[src/rtl/dm_front_pkg.sv]
package dm_front_pkg;
  localparam int DM_AW   = 7;
  localparam int DM_DW   = 32;
  localparam int DM_PB_N = 2;

  localparam logic [DM_AW-1:0] ADDR_DATA0 = 7'h04;
  localparam logic [DM_AW-1:0] ADDR_CTRL  = 7'h10;
  localparam logic [DM_AW-1:0] ADDR_STAT  = 7'h11;
  localparam logic [DM_AW-1:0] ADDR_ACS   = 7'h16;
  localparam logic [DM_AW-1:0] ADDR_CMD   = 7'h17;
  localparam logic [DM_AW-1:0] ADDR_PB0   = 7'h20;
  localparam logic [DM_AW-1:0] ADDR_SBCS  = 7'h38;

  localparam logic [1:0] OP_READ  = 2'd1;
  localparam logic [1:0] OP_WRITE = 2'd2;

  localparam logic [2:0] ERR_NONE  = 3'd0;
  localparam logic [2:0] ERR_BUSY  = 3'd1;
  localparam logic [2:0] ERR_UNSUP = 3'd2;

  localparam logic [DM_DW-1:0] STAT_BASE = 32'h0040_0083;

  typedef struct packed {
    logic               wrCtl;
    logic               wrData0;
    logic               loadResult;
    logic [DM_PB_N-1:0] wrProg;
  } dmStrobe_t;
endpackage

[src/rtl/dm_front_ctrl.sv]
module dm_front_ctrl
  import dm_front_pkg::*;
#(
  parameter int AW = DM_AW,
  parameter int DW = DM_DW
) (
  input  logic          clk,
  input  logic          rstN,
  input  logic          reqValid,
  input  logic [1:0]    reqOp,
  input  logic [AW-1:0] reqAddr,
  input  logic [DW-1:0] reqData,
  input  logic          active,
  input  logic          cmdDone,
  output dmStrobe_t     stb,
  output logic          busy,
  output logic [2:0]    cmdErr,
  output logic          cmdStart,
  output logic [15:0]   cmdRegno,
  output logic          cmdWrite,
  output logic          cmdTransfer,
  output logic          cmdPostexec
);
  logic isWr, busyHit, cmdHit, acsHit, cmdOk, cmdRuns;

  assign isWr    = reqValid && (reqOp == OP_WRITE);
  assign busyHit = isWr && active && busy &&
                   (reqAddr == ADDR_DATA0 || reqAddr == ADDR_ACS || reqAddr == ADDR_CMD);
  assign cmdHit  = isWr && active && !busy && (cmdErr == ERR_NONE) && (reqAddr == ADDR_CMD);
  assign acsHit  = isWr && active && !busy && (reqAddr == ADDR_ACS);
  assign cmdOk   = (reqData[31:23] == 9'd0) && !reqData[19] &&
                   (!reqData[17] || (reqData[22:20] == 3'd2 && reqData[15:5] == 11'h080));
  assign cmdRuns = reqData[17] | reqData[18];

  always_comb begin
    stb.wrCtl      = isWr && (reqAddr == ADDR_CTRL);
    stb.wrData0    = isWr && active && !busy && (reqAddr == ADDR_DATA0);
    stb.loadResult = active && busy && cmdDone && cmdTransfer && !cmdWrite;
    for (int i = 0; i < DM_PB_N; i++)
      stb.wrProg[i] = isWr && active && (reqAddr == ADDR_PB0 + AW'(i));
  end

  always_ff @(posedge clk) begin
    if (!rstN || !active) begin
      busy        <= 1'b0;
      cmdErr      <= ERR_NONE;
      cmdStart    <= 1'b0;
      cmdRegno    <= '0;
      cmdWrite    <= 1'b0;
      cmdTransfer <= 1'b0;
      cmdPostexec <= 1'b0;
    end else begin
      cmdStart <= 1'b0;
      if (busy && cmdDone) busy <= 1'b0;
      if (busyHit) begin
        if (cmdErr == ERR_NONE) cmdErr <= ERR_BUSY;
      end else if (acsHit) begin
        cmdErr <= cmdErr & ~reqData[10:8];
      end else if (cmdHit) begin
        if (!cmdOk) begin
          cmdErr <= ERR_UNSUP;
        end else if (cmdRuns) begin
          busy        <= 1'b1;
          cmdStart    <= 1'b1;
          cmdRegno    <= reqData[15:0];
          cmdWrite    <= reqData[16];
          cmdTransfer <= reqData[17];
          cmdPostexec <= reqData[18];
        end
      end
    end
  end
endmodule

[src/rtl/dm_front_dp.sv]
module dm_front_dp
  import dm_front_pkg::*;
#(
  parameter int AW = DM_AW,
  parameter int DW = DM_DW
) (
  input  logic                  clk,
  input  logic                  rstN,
  input  logic                  reqValid,
  input  logic [1:0]            reqOp,
  input  logic [AW-1:0]         reqAddr,
  input  logic [DW-1:0]         reqData,
  input  dmStrobe_t             stb,
  input  logic                  busy,
  input  logic [2:0]            cmdErr,
  input  logic                  hartHalted,
  input  logic                  hartRunning,
  input  logic [DW-1:0]         cmdResult,
  output logic                  active,
  output logic                  haltReq,
  output logic [DW-1:0]         data0,
  output logic [DM_PB_N*DW-1:0] progBuf,
  output logic                  rspValid,
  output logic [DW-1:0]         rspData
);
  localparam int PBW = 5;

  logic [DW-1:0] pbMem [DM_PB_N];
  logic [DW-1:0] rdMux, statWord, acsWord;

  always_ff @(posedge clk) begin
    if (!rstN) begin
      active  <= 1'b0;
      haltReq <= 1'b0;
    end else if (stb.wrCtl) begin
      active  <= reqData[0];
      haltReq <= active && reqData[0] && reqData[31];
    end
  end

  always_ff @(posedge clk) begin
    if (!rstN || !active)    data0 <= '0;
    else if (stb.wrData0)    data0 <= reqData;
    else if (stb.loadResult) data0 <= cmdResult;
  end

  for (genvar g = 0; g < DM_PB_N; g++) begin : gPb
    always_ff @(posedge clk) begin
      if (!rstN || !active)  pbMem[g] <= '0;
      else if (stb.wrProg[g]) pbMem[g] <= reqData;
    end
    assign progBuf[g*DW +: DW] = pbMem[g];
  end

  assign statWord = STAT_BASE | {20'd0, hartRunning, hartRunning, hartHalted, hartHalted, 8'd0};
  assign acsWord  = {3'd0, PBW'(DM_PB_N), 11'd0, busy, 1'b1, cmdErr, 4'd0, 4'd1};

  always_comb begin
    rdMux = '0;
    if (active) begin
      case (reqAddr)
        ADDR_CTRL:  rdMux = {haltReq, 30'd0, 1'b1};
        ADDR_STAT:  rdMux = statWord;
        ADDR_ACS:   rdMux = acsWord;
        ADDR_DATA0: rdMux = data0;
        ADDR_SBCS:  rdMux = '0;
        default:    rdMux = '0;
      endcase
      for (int i = 0; i < DM_PB_N; i++)
        if (reqAddr == ADDR_PB0 + AW'(i)) rdMux = pbMem[i];
    end
  end

  always_ff @(posedge clk) begin
    if (!rstN) begin
      rspValid <= 1'b0;
      rspData  <= '0;
    end else begin
      rspValid <= reqValid;
      rspData  <= (reqValid && reqOp == OP_READ) ? rdMux : '0;
    end
  end
endmodule

[src/rtl/dm_abs_front.sv]
module dm_abs_front
  import dm_front_pkg::*;
(
  input  logic          clk,
  input  logic          rstN,
  input  logic          dmiReqValid,
  input  logic [1:0]    dmiReqOp,
  input  logic [6:0]    dmiReqAddr,
  input  logic [31:0]   dmiReqData,
  output logic          dmiRspValid,
  output logic [31:0]   dmiRspData,
  output logic          haltReq,
  input  logic          hartHalted,
  input  logic          hartRunning,
  output logic          cmdStart,
  output logic [15:0]   cmdRegno,
  output logic          cmdWrite,
  output logic          cmdTransfer,
  output logic          cmdPostexec,
  output logic [31:0]   cmdArg,
  input  logic          cmdDone,
  input  logic [31:0]   cmdResult,
  output logic [63:0]   progBuf
);
  dmStrobe_t  stb;
  logic       active;
  logic       busy;
  logic [2:0] cmdErr;

  dm_front_ctrl uCtrl (
    .clk(clk), .rstN(rstN), .reqValid(dmiReqValid), .reqOp(dmiReqOp),
    .reqAddr(dmiReqAddr), .reqData(dmiReqData), .active(active), .cmdDone(cmdDone),
    .stb(stb), .busy(busy), .cmdErr(cmdErr), .cmdStart(cmdStart), .cmdRegno(cmdRegno),
    .cmdWrite(cmdWrite), .cmdTransfer(cmdTransfer), .cmdPostexec(cmdPostexec)
  );

  dm_front_dp uDp (
    .clk(clk), .rstN(rstN), .reqValid(dmiReqValid), .reqOp(dmiReqOp),
    .reqAddr(dmiReqAddr), .reqData(dmiReqData), .stb(stb), .busy(busy), .cmdErr(cmdErr),
    .hartHalted(hartHalted), .hartRunning(hartRunning), .cmdResult(cmdResult),
    .active(active), .haltReq(haltReq), .data0(cmdArg), .progBuf(progBuf),
    .rspValid(dmiRspValid), .rspData(dmiRspData)
  );
endmodule

[config.mk]
export PLATFORM = sky130hd
export DESIGN_NAME = dm_abs_front
export DESIGN_NICKNAME = d
export VERILOG_FILES = /design/src/rtl/dm_front_pkg.sv /design/src/rtl/dm_front_ctrl.sv /design/src/rtl/dm_front_dp.sv /design/src/rtl/dm_abs_front.sv
export SDC_FILE = /design/constraint.sdc
export NUM_CORES = 1
export LEC_CHECK = 0
export CAP_MARGIN = 20
export CORE_MARGIN = 2
export CORE_UTILIZATION = 35
export CTS_BUF_LIST = sky130_fd_sc_hd__clkbuf_16
export CTS_CLUSTER_DIAMETER = 30
export DETAILED_ROUTE_END_ITERATION = 8
export PLACE_DENSITY = 0.69
export SLEW_MARGIN = 40
export SYNTH_ARGS = -nofsm -noshare
export SYNTH_HDL_FRONTEND = slang
export SYNTH_SLANG_ARGS = --single-unit
[constraint.sdc]
create_clock -name clk -period 3.9 [get_ports clk]
set_input_delay 0.585 -clock clk [delete_from_list [all_inputs] [get_ports clk]]
set_output_delay 0.585 -clock clk [all_outputs]
set_load 0.02 [all_outputs]
==> reports/results.ini <==
[sta]
setup_viol=0
finClkSkew_ns=0.00814
slew_viol_final=0
final_hold_viol_count=0
slew_headroom_pct=44.9
rsz0062_at_grt=no
period_minus_slack_ns=2.87
finalSetupTns_ns=0
tightest_slew_ns=0.824
finalCritPeriodShare_pct=73.6
fmax_mhz=348
holdWs_ns=0.456

[final_layout]
layout_common_cells=227 x clkdlybuf4s50_1, 91 x dfxtp_1, 64 x edfxtp_1, 63 x and2_1, 38 x nor3_1
multi_input_area_sq_um=3000
syn_to_final_growth_pct=44.7
fin_nets=901
final_common_cell=clkdlybuf4s50_1
num_antenna_cells=0
final_util_pct=51.6
fill_cells=1743
seqCellArea_sq_um=3740
drive_above_1_share_pct=13.7

[floorplan]
die_h_microns=145
die_area_sq_um=21000
start_util_pct=35.7
rows=51
ios=229
coreArea_sq_um=19500
die_w_microns=145

[grt]
busiest_layer=met2
grt_use_met3_pct=5.91
use_met1_pct=31.2
grt_usage_pct=22.8
grt_pass1_vias=5801
grt_max_degree=35
globalRouteMet2Util_pct=35.8
antenna_found_initial=0
overflow=0
grt_pass1_wl_microns=36600

[detailed_routing]
first_iter_violations=553
wl_per_cell_microns=22.2
postRouteAntennaNets=0
drt_wl_total_microns=24400
vias=6013
first_pass_iters=5
vias_per_cell=5.47
drc_errors=0

[synth]
async_flop_share_pct=0
synth_nets=690
synth_enable_flop_cells=64
synth-seq-area-share_pct=53.7
synthCells=611
yosys_warnings=0
syn_area_per_cell_sq_um=11.4
syn-cell-area_sq_um=6970
ys_types=57
synth-seq-cells=155
synth_top_flop_cell=dfxtp_1

[outcome]
outcome=complete, no violations

[setup_path]
crit_arrival_ns=3.00
endpoint_kind=register
path_class=input pin to register
cp-endpoint=uDp.pbMem[1][3]
cp.required_ns=4.03
rrSetupSlack_ns=1.46
path_depth=5
cp_top_family=simple AND/OR/NAND/NOR gates
crit_start=dmiReqAddr[1]
path_cells=clkdlybuf4s50_1 > nor4_2 > nand3_1 > o21ai_4 > buf_12
crit_path_start_kind=input pin
crit_buf_inv=2
reg2reg_depth=5
crit_fanout=20
max_stage_delay_ns=0.67
r2r_end=uDp.pbMem[0][7]
slowest_stage=nor4_2
worstReg2RegStart=uDp.active

[clock_network]
cts_tree=yes
post_cts_resized=0
cts_hold_buf=0
max-clock-path-buffers=2
h-tree-depth=4
cts_setup_buffers=0
clk_latency_ns=0.43
cts_root_buf=clkbuf_16
path_clk_slew_ns=0.06
cts.sinks=155
cts_buffers=17

[power]
vdd_drop_max_mv=0.287
power_density_nw_per_um2=336
power_mw=3.39
p_leak_nw=3.62

[place]
dpl.hpwl_microns=17400
buffer_ports.inserted=228
routabilityCongestion=0.880

[hold_path]
hold_path.class=register to register
hold_path_startpoint=uCtrl.cmdErr[2]

[run]
max_cap_violations=0

-- tightest hold or removal path, delay by kind of cell (launching register included) --
kind | cells | cell delay (ns)
DFF | 1 | 0.32
and+or+nand+nor | 1 | 0.06
AOI/OAI and AO/OA | 1 | 0.03
-- routing by layer --
layer	share of wire, %	up-vias
met1	44	2957
met3	7.6	31
met2	47	283
met4	1.8	0
li1	-	2742
met5	0	-
-- worst min-delay path by stage --
stage,depth (start not counted),endpoint
CTS,2,uCtrl.cmdErr[2]
finish,2,uCtrl.cmdErr[2]
floorplan,2,uCtrl.cmdErr[2]
detailed placement,2,uCtrl.cmdErr[2]
global placement,2,uCtrl.cmdErr[2]
global route,2,uCtrl.cmdErr[2]
-- synthesized netlist by cell type, types with 7 or more instances --
master / count / share of area [%]
edfxtp_1: 64 / 28
nor2_1: 29 / 1.6
a211oi_2: 28 / 5.0
a21oi_1: 31 / 2.2
nand4_1: 21 / 1.9
a211oi_1: 9 / 0.97
dfxtp_1: 91 / 26
buf_2: 11 / 0.79
clkbuf_1: 36 / 1.9
mux2_2: 21 / 3.4
and2_1: 63 / 5.7
a22oi_1: 25 / 2.7
mux2i_1: 34 / 4.9
nor3_1: 38 / 2.7
o31ai_1: 20 / 2.2
o21ai_0: 7 / 0.50
-- sequential cells by signal, indices dropped and copies added (netlist names) --
signal	count
uCtrl.cmdTransfer	1
uDp.active	1
uCtrl.cmdErr	3
uCtrl.busy	1
uCtrl.cmdWrite	1
uDp.pbMem	64
uDp.rspValid	1
uDp.haltReq	1
uCtrl.cmdPostexec	1
uCtrl.cmdRegno	16
uDp.data0	32
uDp.rspData	32
uCtrl.cmdStart	1
-- metrics by stage --
stage / instances / area, sq um / worst slack [ns]
2_1_floorplan: 611 / 6970 / 0.625
3_3_place_gp: 1068 / 9520 / 0.715
3_5_place_dp: 1068 / 9530 / 0.649
4_1_cts: 1100 / 10100 / 1.06
5_1_grt: 1100 / 10100 / 0.800
6_report: 1100 / 10100 / 1.03
-- power by group --
part           internal (mW)  switching (mW)  total, mW
Sequential              1.68        0.000305       1.68
Clock                  0.907           0.635       1.54
Combinational         0.0867          0.0824      0.169
Total                   2.67           0.718       3.39
-- logic make-up (layout without fill, tap and decap cells) --
family,after synthesis,in the layout,synth area share (%)
AOI/OAI and AO/OA,141,141,16.3
muxes,55,55,8.28
DFF,155,155,53.7
buffers and inverters,58,282,3.86
and+or+nand+nor,202,202,17.8
-- layout make-up --
type                       instances  share of cell area (%)
sequential                       155                    37.1
multi-input combinational        398                    29.8
timing repair buffer             245                    24.1
clock buffer                      20                    4.97
tap                              265                    3.29
clock inverter                    12                   0.521
inverter                           5                   0.186
(Power assumes the default switching activity.)
